[config.mk]
export PLATFORM = sky130hd
export DESIGN_NAME = dma_runctl
export DESIGN_NICKNAME = d
export VERILOG_FILES = /design/src/rtl/dmarc_pkg.sv /design/src/rtl/dmarc_ptr.sv /design/src/rtl/dmarc_fsm.sv /design/src/rtl/dma_runctl.sv
export SDC_FILE = /design/constraint.sdc
export NUM_CORES = 1
export LEC_CHECK = 0
export CORE_UTILIZATION = 50
export DETAILED_ROUTE_END_ITERATION = 12
export DONT_BUFFER_PORTS = 1
export GPL_TIMING_DRIVEN = 0
export HOLD_SLACK_MARGIN = 0.12
export PLACE_DENSITY = 0.63
export RECOVER_POWER = 25
export SLEW_MARGIN = 20
export SYNTH_ARGS = -nofsm -noshare
export SYNTH_HDL_FRONTEND = slang
export SYNTH_SLANG_ARGS = --single-unit
[constraint.sdc]
create_clock -name clk -period 3.34 [get_ports clk]
set_input_delay 0.668 -clock clk [delete_from_list [all_inputs] [get_ports clk]]
set_output_delay 0.668 -clock clk [all_outputs]
set_load 0.01 [all_outputs]
[src/rtl/dmarc_pkg.sv]
package dmarc_pkg;
    typedef enum logic [1:0] {
        ST_OFF = 2'd0,
        ST_RUN = 2'd1,
        ST_PAU = 2'd2
    } run_state_e;

    localparam logic [1:0] CMD_HALT   = 2'd1;
    localparam logic [1:0] CMD_STOP   = 2'd2;
    localparam logic [1:0] STATUS_ERR = 2'd3;
endpackage

[src/rtl/dmarc_ptr.sv]
module dmarc_ptr #(
    parameter int AW         = 64,
    parameter int DESC_BYTES = 16
) (
    input  logic          clk,
    input  logic          rst_n,
    input  logic          load,
    input  logic          adv,
    input  logic          adv_type,
    input  logic [AW-1:0] adv_link,
    input  logic [AW-1:0] start,
    output logic [AW-1:0] ptr,
    output logic          misaligned
);
    localparam int AL = $clog2(DESC_BYTES);

    logic [AW-1:0] ptr_q;

    always_ff @(posedge clk or negedge rst_n) begin
        if (!rst_n)
            ptr_q <= '0;
        else if (load)
            ptr_q <= start;
        else if (adv)
            ptr_q <= adv_type ? adv_link : ptr_q + AW'(DESC_BYTES);
    end

    assign ptr        = ptr_q;
    assign misaligned = |ptr_q[AL-1:0];

    AST_LOAD_TAKES_START: assert property (@(posedge clk) disable iff (!rst_n)
        load |=> ptr == $past(start));
    AST_LINEAR_STEP: assert property (@(posedge clk) disable iff (!rst_n)
        (adv && !adv_type && !load) |=> ptr == $past(ptr) + AW'(DESC_BYTES));
endmodule

[src/rtl/dmarc_fsm.sv]
module dmarc_fsm
    import dmarc_pkg::*;
#(
    parameter int AW = 64
) (
    input  logic          clk,
    input  logic          rst_n,
    input  logic          ctrl_wr,
    input  logic          en_in,
    input  logic          cont_in,
    input  logic          cont_addr_in,
    input  logic          reg_mode,
    input  logic          desc_done,
    input  logic [1:0]    desc_cmd,
    input  logic          desc_type,
    input  logic [AW-1:0] desc_link,
    input  logic          src_mis,
    input  logic          dst_mis,
    output logic [1:0]    state_code,
    output logic          en_bit,
    output logic          cont_bit,
    output logic          load_start,
    output logic          src_adv,
    output logic          adv_type,
    output logic [AW-1:0] adv_link,
    output logic          src_fetch,
    output logic          dst_fetch,
    output logic          done_evt,
    output logic          pause_evt,
    output logic          src_err_evt,
    output logic          dst_err_evt
);
    run_state_e    state_q, state_d;
    logic          err_q, err_d, en_q, en_d, cont_q, cont_d;
    logic          pend_s_q, pend_s_d, pend_d_q, pend_d_d;
    logic          last_type_q, last_type_d;
    logic [AW-1:0] last_link_q, last_link_d;
    logic          sf_d, df_d, done_d, pause_d, serr_d, derr_d;
    logic          done_ok, fetch_go, src_bad, dst_bad;

    assign done_ok  = desc_done && state_q == ST_RUN && !pend_s_q && !pend_d_q;
    assign fetch_go = state_q == ST_RUN && (pend_s_q || pend_d_q);
    assign src_bad  = pend_s_q && src_mis && !reg_mode;
    assign dst_bad  = pend_d_q && dst_mis && !reg_mode;

    always_comb begin
        state_d     = state_q;
        err_d       = err_q;
        en_d        = en_q;
        cont_d      = cont_q;
        pend_s_d    = pend_s_q;
        pend_d_d    = pend_d_q;
        last_type_d = last_type_q;
        last_link_d = last_link_q;
        load_start  = 1'b0;
        src_adv     = 1'b0;
        adv_type    = desc_type;
        adv_link    = desc_link;
        sf_d = 1'b0; df_d = 1'b0; done_d = 1'b0;
        pause_d = 1'b0; serr_d = 1'b0; derr_d = 1'b0;
        unique case (state_q)
            ST_OFF: begin
                if (ctrl_wr) begin
                    en_d   = en_in;
                    cont_d = cont_in;
                    if (en_in) begin                      // start
                        err_d      = 1'b0;
                        load_start = 1'b1;
                        pend_s_d   = 1'b1;
                        pend_d_d   = 1'b1;
                        state_d    = ST_RUN;
                    end
                end
            end
            ST_RUN: begin
                if (ctrl_wr) begin
                    en_d   = en_in;
                    cont_d = cont_in;
                end
                if (fetch_go) begin
                    pend_s_d = 1'b0;
                    pend_d_d = 1'b0;
                    if (src_bad || dst_bad) begin         // fault
                        err_d   = 1'b1;
                        serr_d  = src_bad;
                        derr_d  = dst_bad;
                        state_d = ST_OFF;
                    end else begin
                        sf_d = pend_s_q;
                        df_d = pend_d_q;
                    end
                end else if (done_ok) begin
                    done_d      = 1'b1;
                    last_type_d = desc_type;
                    last_link_d = desc_link;
                    if (reg_mode || desc_cmd == CMD_STOP) begin   // finish
                        en_d    = 1'b0;
                        state_d = ST_OFF;
                    end else if (desc_cmd == CMD_HALT) begin      // halt
                        pause_d = 1'b1;
                        state_d = ST_PAU;
                    end else begin                                // chain
                        src_adv  = 1'b1;
                        pend_s_d = 1'b1;
                    end
                end
            end
            ST_PAU: begin
                if (ctrl_wr) begin
                    en_d   = en_in;
                    cont_d = cont_in;
                    if (cont_in && en_in) begin           // resume
                        err_d   = 1'b0;
                        cont_d  = 1'b0;
                        state_d = ST_RUN;
                        if (cont_addr_in) begin
                            load_start = 1'b1;
                            pend_s_d   = 1'b1;
                            pend_d_d   = 1'b1;
                        end else begin
                            src_adv  = 1'b1;
                            adv_type = last_type_q;
                            adv_link = last_link_q;
                            pend_s_d = 1'b1;
                        end
                    end else if (cont_in) begin           // abandon
                        state_d = ST_OFF;
                    end
                end
            end
            default: state_d = ST_OFF;
        endcase
    end

    always_ff @(posedge clk or negedge rst_n) begin
        if (!rst_n) begin
            state_q     <= ST_OFF;
            err_q       <= 1'b0;
            en_q        <= 1'b0;
            cont_q      <= 1'b0;
            pend_s_q    <= 1'b0;
            pend_d_q    <= 1'b0;
            last_type_q <= 1'b0;
            last_link_q <= '0;
        end else begin
            state_q     <= state_d;
            err_q       <= err_d;
            en_q        <= en_d;
            cont_q      <= cont_d;
            pend_s_q    <= pend_s_d;
            pend_d_q    <= pend_d_d;
            last_type_q <= last_type_d;
            last_link_q <= last_link_d;
        end
    end

    always_ff @(posedge clk or negedge rst_n) begin
        if (!rst_n) begin
            src_fetch <= 1'b0; dst_fetch <= 1'b0; done_evt <= 1'b0;
            pause_evt <= 1'b0; src_err_evt <= 1'b0; dst_err_evt <= 1'b0;
        end else begin
            src_fetch <= sf_d; dst_fetch <= df_d; done_evt <= done_d;
            pause_evt <= pause_d; src_err_evt <= serr_d; dst_err_evt <= derr_d;
        end
    end

    assign state_code = err_q ? STATUS_ERR : state_q;
    assign en_bit     = en_q;
    assign cont_bit   = cont_q;

    AST_ERR_ONLY_OFF: assert property (@(posedge clk) disable iff (!rst_n)
        err_q |-> state_q == ST_OFF);
    AST_HALT_PAUSES: assert property (@(posedge clk) disable iff (!rst_n)
        (done_ok && !reg_mode && desc_cmd == CMD_HALT) |=> (state_code == 2'd2 && pause_evt));
    AST_STOP_DISABLES: assert property (@(posedge clk) disable iff (!rst_n)
        (done_ok && (reg_mode || desc_cmd == CMD_STOP)) |=> (state_code == 2'd0 && !en_bit));
    AST_RESUME_CLEARS_CONT: assert property (@(posedge clk) disable iff (!rst_n)
        (state_q == ST_RUN && $past(state_q) == ST_PAU) |-> !cont_bit);
    AST_FETCH_AFTER_RUN: assert property (@(posedge clk) disable iff (!rst_n)
        (src_fetch || dst_fetch) |-> $past(state_q) == ST_RUN);
endmodule

[src/rtl/dma_runctl.sv]
module dma_runctl
    import dmarc_pkg::*;
#(
    parameter int AW         = 64,
    parameter int DESC_BYTES = 16
) (
    input  logic          clk,
    input  logic          rst_n,
    input  logic          ctrl_wr,
    input  logic          en_in,
    input  logic          cont_in,
    input  logic          cont_addr_in,
    input  logic          reg_mode,
    input  logic [AW-1:0] src_start,
    input  logic [AW-1:0] dst_start,
    input  logic          desc_done,
    input  logic [1:0]    desc_cmd,
    input  logic          desc_type,
    input  logic [AW-1:0] desc_link,
    output logic [1:0]    state_code,
    output logic          en_bit,
    output logic          cont_bit,
    output logic [AW-1:0] src_ptr,
    output logic [AW-1:0] dst_ptr,
    output logic          src_fetch,
    output logic          dst_fetch,
    output logic          done_evt,
    output logic          pause_evt,
    output logic          src_err_evt,
    output logic          dst_err_evt
);
    localparam int NDIR = 2;
    localparam int AL   = $clog2(DESC_BYTES);

    logic          load_start, src_adv, adv_type;
    logic [AW-1:0] adv_link;
    logic [NDIR-1:0] adv_v, mis_v;
    logic [AW-1:0] start_v [NDIR];
    logic [AW-1:0] ptr_v   [NDIR];

    assign adv_v      = {1'b0, src_adv};
    assign start_v[0] = src_start;
    assign start_v[1] = dst_start;

    for (genvar g = 0; g < NDIR; g++) begin : g_dir
        dmarc_ptr #(.AW(AW), .DESC_BYTES(DESC_BYTES)) u_ptr (
            .clk        (clk),
            .rst_n      (rst_n),
            .load       (load_start),
            .adv        (adv_v[g]),
            .adv_type   (adv_type),
            .adv_link   (adv_link),
            .start      (start_v[g]),
            .ptr        (ptr_v[g]),
            .misaligned (mis_v[g])
        );
    end

    assign src_ptr = ptr_v[0];
    assign dst_ptr = ptr_v[1];

    dmarc_fsm #(.AW(AW)) u_fsm (
        .clk          (clk),
        .rst_n        (rst_n),
        .ctrl_wr      (ctrl_wr),
        .en_in        (en_in),
        .cont_in      (cont_in),
        .cont_addr_in (cont_addr_in),
        .reg_mode     (reg_mode),
        .desc_done    (desc_done),
        .desc_cmd     (desc_cmd),
        .desc_type    (desc_type),
        .desc_link    (desc_link),
        .src_mis      (mis_v[0]),
        .dst_mis      (mis_v[1]),
        .state_code   (state_code),
        .en_bit       (en_bit),
        .cont_bit     (cont_bit),
        .load_start   (load_start),
        .src_adv      (src_adv),
        .adv_type     (adv_type),
        .adv_link     (adv_link),
        .src_fetch    (src_fetch),
        .dst_fetch    (dst_fetch),
        .done_evt     (done_evt),
        .pause_evt    (pause_evt),
        .src_err_evt  (src_err_evt),
        .dst_err_evt  (dst_err_evt)
    );

    AST_FETCH_ALIGNED: assert property (@(posedge clk) disable iff (!rst_n)
        (src_fetch && !reg_mode) |-> src_ptr[AL-1:0] == '0);
endmodule

==> results of run 1 <==
[Yosys cell counts (4+ instances only)]
master and n:
sky130_fd_sc_hd__a211o_1 7, sky130_fd_sc_hd__a211oi_1 114, sky130_fd_sc_hd__a21oi_1 43, sky130_fd_sc_hd__a221o_1 5, sky130_fd_sc_hd__a22oi_1 8, sky130_fd_sc_hd__a2bb2oi_1 13, sky130_fd_sc_hd__a311oi_1 8, sky130_fd_sc_hd__a31oi_1 10
sky130_fd_sc_hd__and3_1 6, sky130_fd_sc_hd__and4_1 11, sky130_fd_sc_hd__buf_1 4, sky130_fd_sc_hd__buf_2 38, sky130_fd_sc_hd__buf_4 5, sky130_fd_sc_hd__clkbuf_1 55, sky130_fd_sc_hd__dfrtp_1 206, sky130_fd_sc_hd__ha_1 5
sky130_fd_sc_hd__inv_1 28, sky130_fd_sc_hd__mux2_2 68, sky130_fd_sc_hd__mux2i_1 10, sky130_fd_sc_hd__nand2_1 229, sky130_fd_sc_hd__nand2b_1 5, sky130_fd_sc_hd__nand3_1 42, sky130_fd_sc_hd__nand4_1 37, sky130_fd_sc_hd__nand4_2 4
sky130_fd_sc_hd__nor2_1 44, sky130_fd_sc_hd__nor3_1 61, sky130_fd_sc_hd__nor4_1 21, sky130_fd_sc_hd__o211a_1 6, sky130_fd_sc_hd__o211ai_1 5, sky130_fd_sc_hd__o21a_1 4, sky130_fd_sc_hd__o21ai_0 34, sky130_fd_sc_hd__o221ai_1 5
sky130_fd_sc_hd__o22a_1 10, sky130_fd_sc_hd__o22ai_1 12, sky130_fd_sc_hd__o311ai_0 4, sky130_fd_sc_hd__o31ai_1 15, sky130_fd_sc_hd__or3_1 7, sky130_fd_sc_hd__or4_1 11
[layout make-up]
class,instances,area (µm²),area share [%]
diodes,3,7.51,0.0580
plain buffers,105,498,3.85
clock buffers,30,664,5.13
clock inverters,14,151,1.17
inverters,28,105,0.812
multi-input cells,927,5970,46.1
flip-flops and latches,206,5150,39.8
well taps,313,392,3.03
[path summary, 6_finish.rpt]
path / start / endpoint / slack [ns] / cells past startpoint
hold / removal: rst_n / u_fsm.last_link_q[36] / -0.17 / 0
setup / recovery: u_fsm.state_q[0] / g_dir[0].u_ptr.ptr[22] / 0.01 / 12
max in group asynchronous: rst_n / g_dir[1].u_ptr.ptr[52] / 3.14 / 0
min in group clk: dst_start[49] / g_dir[1].u_ptr.ptr[49] / 0.24 / 2
setup reg to reg: u_fsm.state_q[0] / g_dir[0].u_ptr.ptr[22] / 0.01 / 12
hold reg to reg: u_fsm.last_link_q[17] / u_fsm.last_link_q[17] / 0.50 / 1
[timing repair]
| action | CTS | global route |
|---|---|---|
| endpoints found under the hold margin | 206 | 206 |
| gates resized for setup | 1 | 10 |
| setup endpoints to repair | 1 | 26 |
[kinds of logic (layout without fill, tap and decap cells)]
logic type	count (synthesis)	after routing	synth area share, %
AND/OR/NAND/NOR	509	509	22.0
AO/OA/AOI/OAI	334	334	20.7
flip-flops	206	206	44.1
buffers and inverters	134	177	5.18
multiplexers	78	78	7.41
adder cells (fa/ha/maj)	5	5	0.535
XOR/XNOR	1	1	0.0749
other	0	3	0
[power groups by stage]
stage,Combinational [mW],Clock [mW],Sequential (mW)
5_1_grt,3.79,2.85,5.43
3_5_place_dp,3.42,0,5.27
2_1_floorplan,2.56,0,4.84
6_report,3.49,2.73,5.28
4_1_cts,3.41,2.75,5.26
3_3_place_gp,3.34,0,5.28
[stage by stage]
step | cells | hold slack (ns) | worst slack, ns | instance area [µm²] | power (mW)
2_1_floorplan | 1267 | 0.372 | 0.997 | 11700 | 7.40
3_3_place_gp | 1580 | 0.376 | -0.0120 | 12100 | 8.62
3_5_place_dp | 1580 | 0.377 | -0.0253 | 12100 | 8.69
4_1_cts | 1624 | -0.175 | 0.0386 | 12900 | 11.4
5_1_grt | 1625 | -0.179 | -0.0130 | 12900 | 12.1
6_report | 1626 | -0.167 | 0.0113 | 12900 | 11.5
[per-layer routing]
layer  track usage, %  routed length (µm)  vias up
li1                 -                   -     4827
met5                0                   0        -
met4             25.3                3290        0
met2             60.7               21100      787
met1             48.8               17700     5357
met3             9.44                4890      157
[layout by cell type (no fill, tap or decap), types with 8 or more instances in the layout]
cell                          n
sky130_fd_sc_hd__a211oi_1   108
sky130_fd_sc_hd__a21oi_1     42
sky130_fd_sc_hd__a22oi_1      8
sky130_fd_sc_hd__a2bb2oi_1   13
sky130_fd_sc_hd__a311oi_1     8
sky130_fd_sc_hd__a31oi_1     10
sky130_fd_sc_hd__and4_1      11
sky130_fd_sc_hd__buf_2       38
sky130_fd_sc_hd__clkbuf_1    55
sky130_fd_sc_hd__clkbuf_16   25
sky130_fd_sc_hd__dfrtp_1    206
sky130_fd_sc_hd__inv_1       28
sky130_fd_sc_hd__mux2_2      68
sky130_fd_sc_hd__mux2i_1     10
sky130_fd_sc_hd__nand2_1    229
sky130_fd_sc_hd__nand3_1     42
sky130_fd_sc_hd__nand4_1     37
sky130_fd_sc_hd__nor2_1      44
sky130_fd_sc_hd__nor3_1      61
sky130_fd_sc_hd__nor4_1      21
sky130_fd_sc_hd__o21ai_0     34
sky130_fd_sc_hd__o22a_1      10
sky130_fd_sc_hd__o22ai_1     12
sky130_fd_sc_hd__o31ai_1     15
sky130_fd_sc_hd__or4_1       11
==> impl_results.rst, run 1 <==
.. list-table::
   :header-rows: 1

   * - Metric
     - Value
   * - RSZ-0062 raised after global routing
     - yes
   * - Count of boundary I/O pins
     - 341
   * - Critical path data arrival time
     - about 3.8 ns
   * - Clock tree from TritonCTS
     - done
   * - Clk pin slew, worst setup/hold paths
     - roughly 0.060 ns
   * - Largest stage delay, worst path
     - 0.69 ns
   * - Data required, critical path
     - roughly 3.8 ns
   * - Pin count of the biggest net entering global routing
     - 207
   * - Number of clock buffers inserted by TritonCTS
     - 24
   * - Critical path buffer and inverter count
     - 6
   * - Largest fanout on the critical path
     - 10
   * - Worst slack on hold paths
     - -0.167 ns
   * - Peak supply drop
     - around 0.47 mV
   * - Biggest area contributors in the synthesized netlist
     - sky130_fd_sc_hd__dfrtp_1, sky130_fd_sc_hd__nand2_1, sky130_fd_sc_hd__a211oi_1
   * - Failing checks
     - hold timing
   * - Cell Rows
     - between 50 and 60
   * - Synth Instances
     - between 1000 and 1500
   * - Cell type with the highest aggregate area in the netlist
     - sky130_fd_sc_hd__dfrtp_1
   * - Placeable Area
     - around 0.023 mm²
   * - Sequential share of the synthesized area
     - between 40 and 50%
   * - Total number of nets in the final design
     - 1500
   * - Number of flip-flops in the largest register
     - 128
   * - Buffers inserted by post-CTS timing repair
     - 0
   * - Net switching share of the total power
     - a little over two fifths
   * - Number of flops mapped to enable cells by yosys
     - 0
   * - Post-DR vias/cell
     - 6.84
   * - Relative contribution of combinational cells to total power
     - 30.3%
   * - Post-DR wirelength/cell
     - approximately 29 µm
   * - Worst hold path class
     - input pin to asynchronous set/reset pin
   * - Synthesized net count
     - 1475
   * - Wire length reported by the detailed router
     - around 47000 µm
   * - Top cell by count, worst path
     - sky130_fd_sc_hd__buf_2
   * - Internal power
     - 6.65 mW
   * - Setup TNS
     - 0 ns
   * - Initial detailed-routing violation count
     - approximately 1200
   * - Port Buffers
     - 0
   * - Area share of the largest cell type after synthesis
     - between 40 and 50%
   * - Count of unresolved DRC violations after routing
     - 0
   * - Number of clock sinks
     - approximately 210
   * - Deepest level of the CTS H-tree
     - 1
   * - Delay-heaviest family, CP
     - compound AO/OA/AOI/OAI gates
   * - Syn_area_per_cell
     - 9.23 µm²
   * - Synth cell types
     - between 70 and 80
   * - Initial antenna violation count
     - 3
   * - Static Leak
     - just over 5 nW
   * - Primary FF master, synth
     - sky130_fd_sc_hd__dfrtp_1
   * - Worst-Skew Late Latency
     - 0.53 ns
   * - Fill cell total of the finished layout
     - between 2000 and 2500
   * - Layout overhead on the synthesized area
     - 10.7%
   * - Sum of net half-perimeters after detailed placement
     - between 30000 and 40000 µm
   * - Remaining global-route overflow
     - 0
   * - Synthesized area
     - between 0.01 and 0.015 mm²
   * - Slowest-stage cell, CP
     - sky130_fd_sc_hd__a211oi_1
   * - Least-Margin Pin Slew
     - approximately 1.2 ns
   * - Maximum clock rate
     - about 300 MHz
   * - Worst setup path category
     - register to register
   * - Vias in the first global route
     - approximately 11000
   * - First-pass GRT wire length
     - a little under 70000 µm
   * - Layout cells sized above 1
     - 14.4%
   * - Die area
     - 0.0240 mm²
   * - Pwr/cell area
     - between 800 and 900 mW/mm²
   * - Remaining antenna violation count after routing
     - 0
   * - Async S/R FF share, synth
     - 100%
   * - CTS root buf
     - sky130_fd_sc_hd__clkbuf_16
   * - Die H
     - between 150 and 200 µm
   * - Total setup violations reported at the end of the flow
     - 0
   * - Crit share post-route
     - about 100%
   * - Vias post-DR
     - around 11000
   * - Router iterations before antenna repair
     - 5
   * - Flops & latches, synth
     - between 200 and 250
   * - Final standard cell utilization of the core
     - 56.8%
   * - Initial core utilization
     - around half
   * - Final critical-path required period
     - 3.33 ns
   * - Crit path capture type
     - register
   * - Clock Skew
     - around 0.011 ns
   * - GRT Overall Usage
     - between 30% and 40%
   * - Part of the power in the clock network
     - between 20% and 30%
   * - Final GP Congestion
     - around 1
   * - Max cap viols
     - 0
   * - Maximum clock path buffer count
     - 3
   * - Outcome
     - complete, but fails checks
   * - Die outline width
     - around 150 µm
   * - Sequential fraction of design power
     - 45.9%
   * - Cell-by-cell trace of the critical path
     - inv_1, ha_1, buf_4, nand2b_1, buf_2, a21o_1, buf_2, buf_2, buf_2, a211oi_1, o21ai_0, a2bb2oi_1
   * - Final count of pins violating max slew
     - 0
   * - Switch Pwr
     - slightly below 5 mW
   * - Worst setup SP type
     - register
   * - Yosys Warn Count
     - 0
   * - Final hold vios
     - around 210
   * - Worst slew margin relative to its limit
     - 20.8%
Note: power is estimated with default switching activity, not from simulation.
==> run 2, diff against run 1 <==
CORE_MARGIN = 2   (was unset)
==> run 2 against run 1 <==
Clock skew increased by 0.015 ns. Via count rose by 1.0%. Power is 1.6% higher. Global-route usage decreased by 1.2 points. The run still ends with hold timing left. Largest cell class unchanged. Critical endpoint is now g_dir[0].u_ptr.ptr[28].
==> impl_results.rst, run 2 (synthesized netlist as in run 1, its figures left out) <==
.. list-table::
   :header-rows: 1

   * - Metric
     - Value
   * - Die H
     - 157 µm (+1.3%)
   * - R2r setup slk
     - 0.07 ns (+0.06 ns)
   * - First-pass GRT wire length
     - 69100 µm (-0.40%)
   * - Worst setup path category
     - register to register
   * - Final GP Congestion
     - 0.985 (-1.3%)
   * - Relative contribution of combinational cells to total power
     - 29.8% (-0.5 points)
   * - Failing checks
     - hold timing
   * - Critical path data arrival time
     - 3.70 ns (-0.09 ns)
   * - Max cap viols
     - 0 (unchanged)
   * - Final standard cell utilization of the core
     - 57.0% (+0.18 points)
   * - Part of the power in the clock network
     - 24.9% (+1.2 points)
   * - Net switching share of the total power
     - 41.5% (-0.70 points)
   * - Setup TNS
     - 0 ns (unchanged)
   * - Initial core utilization
     - 51.3% (unchanged)
   * - Largest stage delay, worst path
     - 0.67 ns (-0.02 ns)
   * - Switch Pwr
     - 4.85 mW (about the same)
   * - Buffers inserted by post-CTS timing repair
     - 0 (unchanged)
   * - Vias in the first global route
     - 10800 (-0.60%)
   * - Worst setup SP type
     - register
   * - Number of clock buffers inserted by TritonCTS
     - 24 (unchanged)
   * - Pin count of the biggest net entering global routing
     - 207 (unchanged)
   * - Clock tree from TritonCTS
     - done
   * - Wire length reported by the detailed router
     - 47200 µm (+0.57%)
   * - Die area
     - 0.0246 mm² (+2.6%)
   * - Number of clock sinks
     - 206 (unchanged)
   * - Remaining global-route overflow
     - 0 (unchanged)
   * - Remaining antenna violation count after routing
     - 0 (unchanged)
   * - Sequential fraction of design power
     - 45.3% (-0.6 points)
   * - Top cell by count, worst path
     - sky130_fd_sc_hd__buf_2
   * - Layout cells sized above 1
     - 14.4% (-0.065 points)
   * - Placeable Area
     - 0.0228 mm² (unchanged)
   * - Clk pin slew, worst setup/hold paths
     - 0.06 ns (about the same)
   * - Die outline width
     - 157 µm (+1.3%)
   * - Final hold vios
     - 206 (unchanged)
   * - Maximum clock rate
     - 306 MHz (+1.7%)
   * - Post-DR wirelength/cell
     - 29.1 µm (+0.57%)
   * - Final count of pins violating max slew
     - 0 (unchanged)
   * - Count of boundary I/O pins
     - 341 (unchanged)
   * - Worst-Skew Late Latency
     - 0.54 ns (about the same)
   * - Worst slack on hold paths
     - -0.168 ns (-0.00147 ns)
   * - Peak supply drop
     - 0.480 mV (+1.6%)
   * - Router iterations before antenna repair
     - 6 (+1)
   * - Delay-heaviest family, CP
     - compound AO/OA/AOI/OAI gates
   * - Crit share post-route
     - 98.0% (-1.7 points)
   * - Least-Margin Pin Slew
     - 1.12 ns (-0.0583 ns)
   * - Final critical-path required period
     - 3.27 ns (-0.0567 ns)
   * - Largest fanout on the critical path
     - 10 (unchanged)
   * - Crit path capture type
     - register
   * - Critical path buffer and inverter count
     - 6 (unchanged)
   * - Worst hold path class
     - input pin to asynchronous set/reset pin
   * - Initial antenna violation count
     - 4 (+1)
   * - Worst slew margin relative to its limit
     - 24.6% (+3.8 points)
   * - Vias post-DR
     - 11200 (+1.0%)
   * - Count of unresolved DRC violations after routing
     - 0 (unchanged)
   * - Data required, critical path
     - 3.77 ns (-0.03 ns)
   * - PnR Total Power
     - 11.7 mW (+1.6%)
   * - RSZ-0062 raised after global routing
     - yes
   * - Internal power
     - 6.84 mW (+2.8%)
   * - Deepest level of the CTS H-tree
     - 1 (unchanged)
   * - Layout overhead on the synthesized area
     - 11.0%
   * - Most frequent cells in the layout
     - sky130_fd_sc_hd__nand2_1, sky130_fd_sc_hd__dfrtp_1, sky130_fd_sc_hd__a211oi_1
   * - Initial detailed-routing violation count
     - 1151 (-5.3%)
   * - CTS root buf
     - sky130_fd_sc_hd__clkbuf_16
   * - Total number of nets in the final design
     - 1500 (unchanged)
   * - Slowest-stage cell, CP
     - sky130_fd_sc_hd__a211oi_1
   * - Number of flip-flops in the largest register
     - 128 (unchanged)
   * - Pwr/cell area
     - 900 mW/mm² (+1.3%)
   * - Total setup violations reported at the end of the flow
     - 0 (unchanged)
   * - Post-DR vias/cell
     - 6.91 (+1.0%)
   * - Layout Cells excl Fill
     - 1626 (unchanged)
   * - Fill cell total of the finished layout
     - 2091 (+0.97%)
   * - Port Buffers
     - 0 (unchanged)
   * - Clock Skew
     - 0.0266 ns (+0.0154 ns)
   * - Placed cells
     - 1580 (unchanged)
   * - Commonest non-fill, non-tap cell in the layout
     - sky130_fd_sc_hd__nand2_1
   * - Cell-by-cell trace of the critical path
     - inv_1, ha_1, buf_4, nand2b_1, buf_2, a21o_1, buf_2, buf_2, buf_2, a211oi_1, o31ai_1, a22oi_1
   * - Sum of net half-perimeters after detailed placement
     - 34500 µm (-0.34%)
   * - Maximum clock path buffer count
     - 3 (unchanged)
   * - Cell Rows
     - 55 (unchanged)
   * - Static Leak
     - 5.22 nW (+0.58%)
   * - Outcome
     - complete, but fails checks
   * - GRT Overall Usage
     - 37.8% (-1.2 points)
[run 2: cell types whose count changed in the layout (fill, tap and decap cells not counted), sizes merged]
| cell | change |
|---|---|
| inv | -2 |
| buf | -1 |
| clkinv | +2 |
| bufinv | +3 |
| clkinvlp | -1 |
| clkbuf | -2 |
| diode | +1 |
[run 2: final timing paths]
path,startpoint,to,cells after the start
max,u_fsm.state_q[0],g_dir[0].u_ptr.ptr[28],12
min,rst_n,u_fsm.last_link_q[45],0
max reg2reg,u_fsm.state_q[0],g_dir[0].u_ptr.ptr[28],12
min reg2reg,u_fsm.last_link_q[5],u_fsm.last_link_q[5],1
max in group asynchronous,rst_n,g_dir[1].u_ptr.ptr[60],0
min in group clk,dst_start[4],g_dir[1].u_ptr.ptr[4],2
[run 2: per-layer routing]
metal / track usage (%) / vias to the layer above / routed length, µm
li1: - / 4840 / -
met1: 47.0 / 5489 / 17200
met2: 56.0 / 742 / 20700
met3: 10.7 / 172 / 5380
met4: 28.5 / 0 / 3940
met5: 0 / - / 0
[run 2: final cells by class]
cell class / instances / area, µm² / share of cell area [%]
clock inverters: 16 / 219 / 1.69
flip-flops and latches: 206 / 5150 / 39.7
multi-input cells: 927 / 5960 / 45.9
plain buffers: 105 / 498 / 3.84
diodes: 4 / 10.0 / 0.0771
inverters: 28 / 105 / 0.810
clock buffers: 27 / 643 / 4.96
well taps: 313 / 392 / 3.02
[run 2: stage by stage]
step,worst slack (ns),cell area [µm²]
2_1_floorplan,0.997,11700
3_3_place_gp,0.0649,12100
3_5_place_dp,-0.00538,12100
4_1_cts,0.00730,12900
5_1_grt,-0.0113,13000
6_report,0.0680,13000
[run 2: power by group through the flow]
stage,Sequential (mW),Combinational (mW),Clock (mW)
2_1_floorplan,4.84,2.56,0
3_3_place_gp,5.28,3.34,0
3_5_place_dp,5.29,3.42,0
4_1_cts,5.27,3.41,2.91
5_1_grt,5.44,3.79,3.02
6_report,5.30,3.48,2.91
[run 2: repair_timing]
| item | in CTS | in global routing |
|---|---|---|
| hold endpoints to repair | 206 | 206 |
| endpoints found under the setup margin | 1 | 9 |
| pin swaps | 0 | 0 |
| resized for setup | 0 | 8 |
[run 2: worst register-to-register path: stages, from the launching register on]
cell                       delay [ns]
sky130_fd_sc_hd__dfrtp_1         0.44
sky130_fd_sc_hd__inv_1           0.10
sky130_fd_sc_hd__ha_1            0.21
sky130_fd_sc_hd__buf_4           0.17
sky130_fd_sc_hd__nand2b_1        0.16
sky130_fd_sc_hd__buf_2           0.21
sky130_fd_sc_hd__a21o_1          0.17
sky130_fd_sc_hd__buf_2           0.17
sky130_fd_sc_hd__buf_2           0.22
sky130_fd_sc_hd__buf_2           0.25
sky130_fd_sc_hd__a211oi_1        0.67
sky130_fd_sc_hd__o31ai_1         0.16
sky130_fd_sc_hd__a22oi_1         0.23
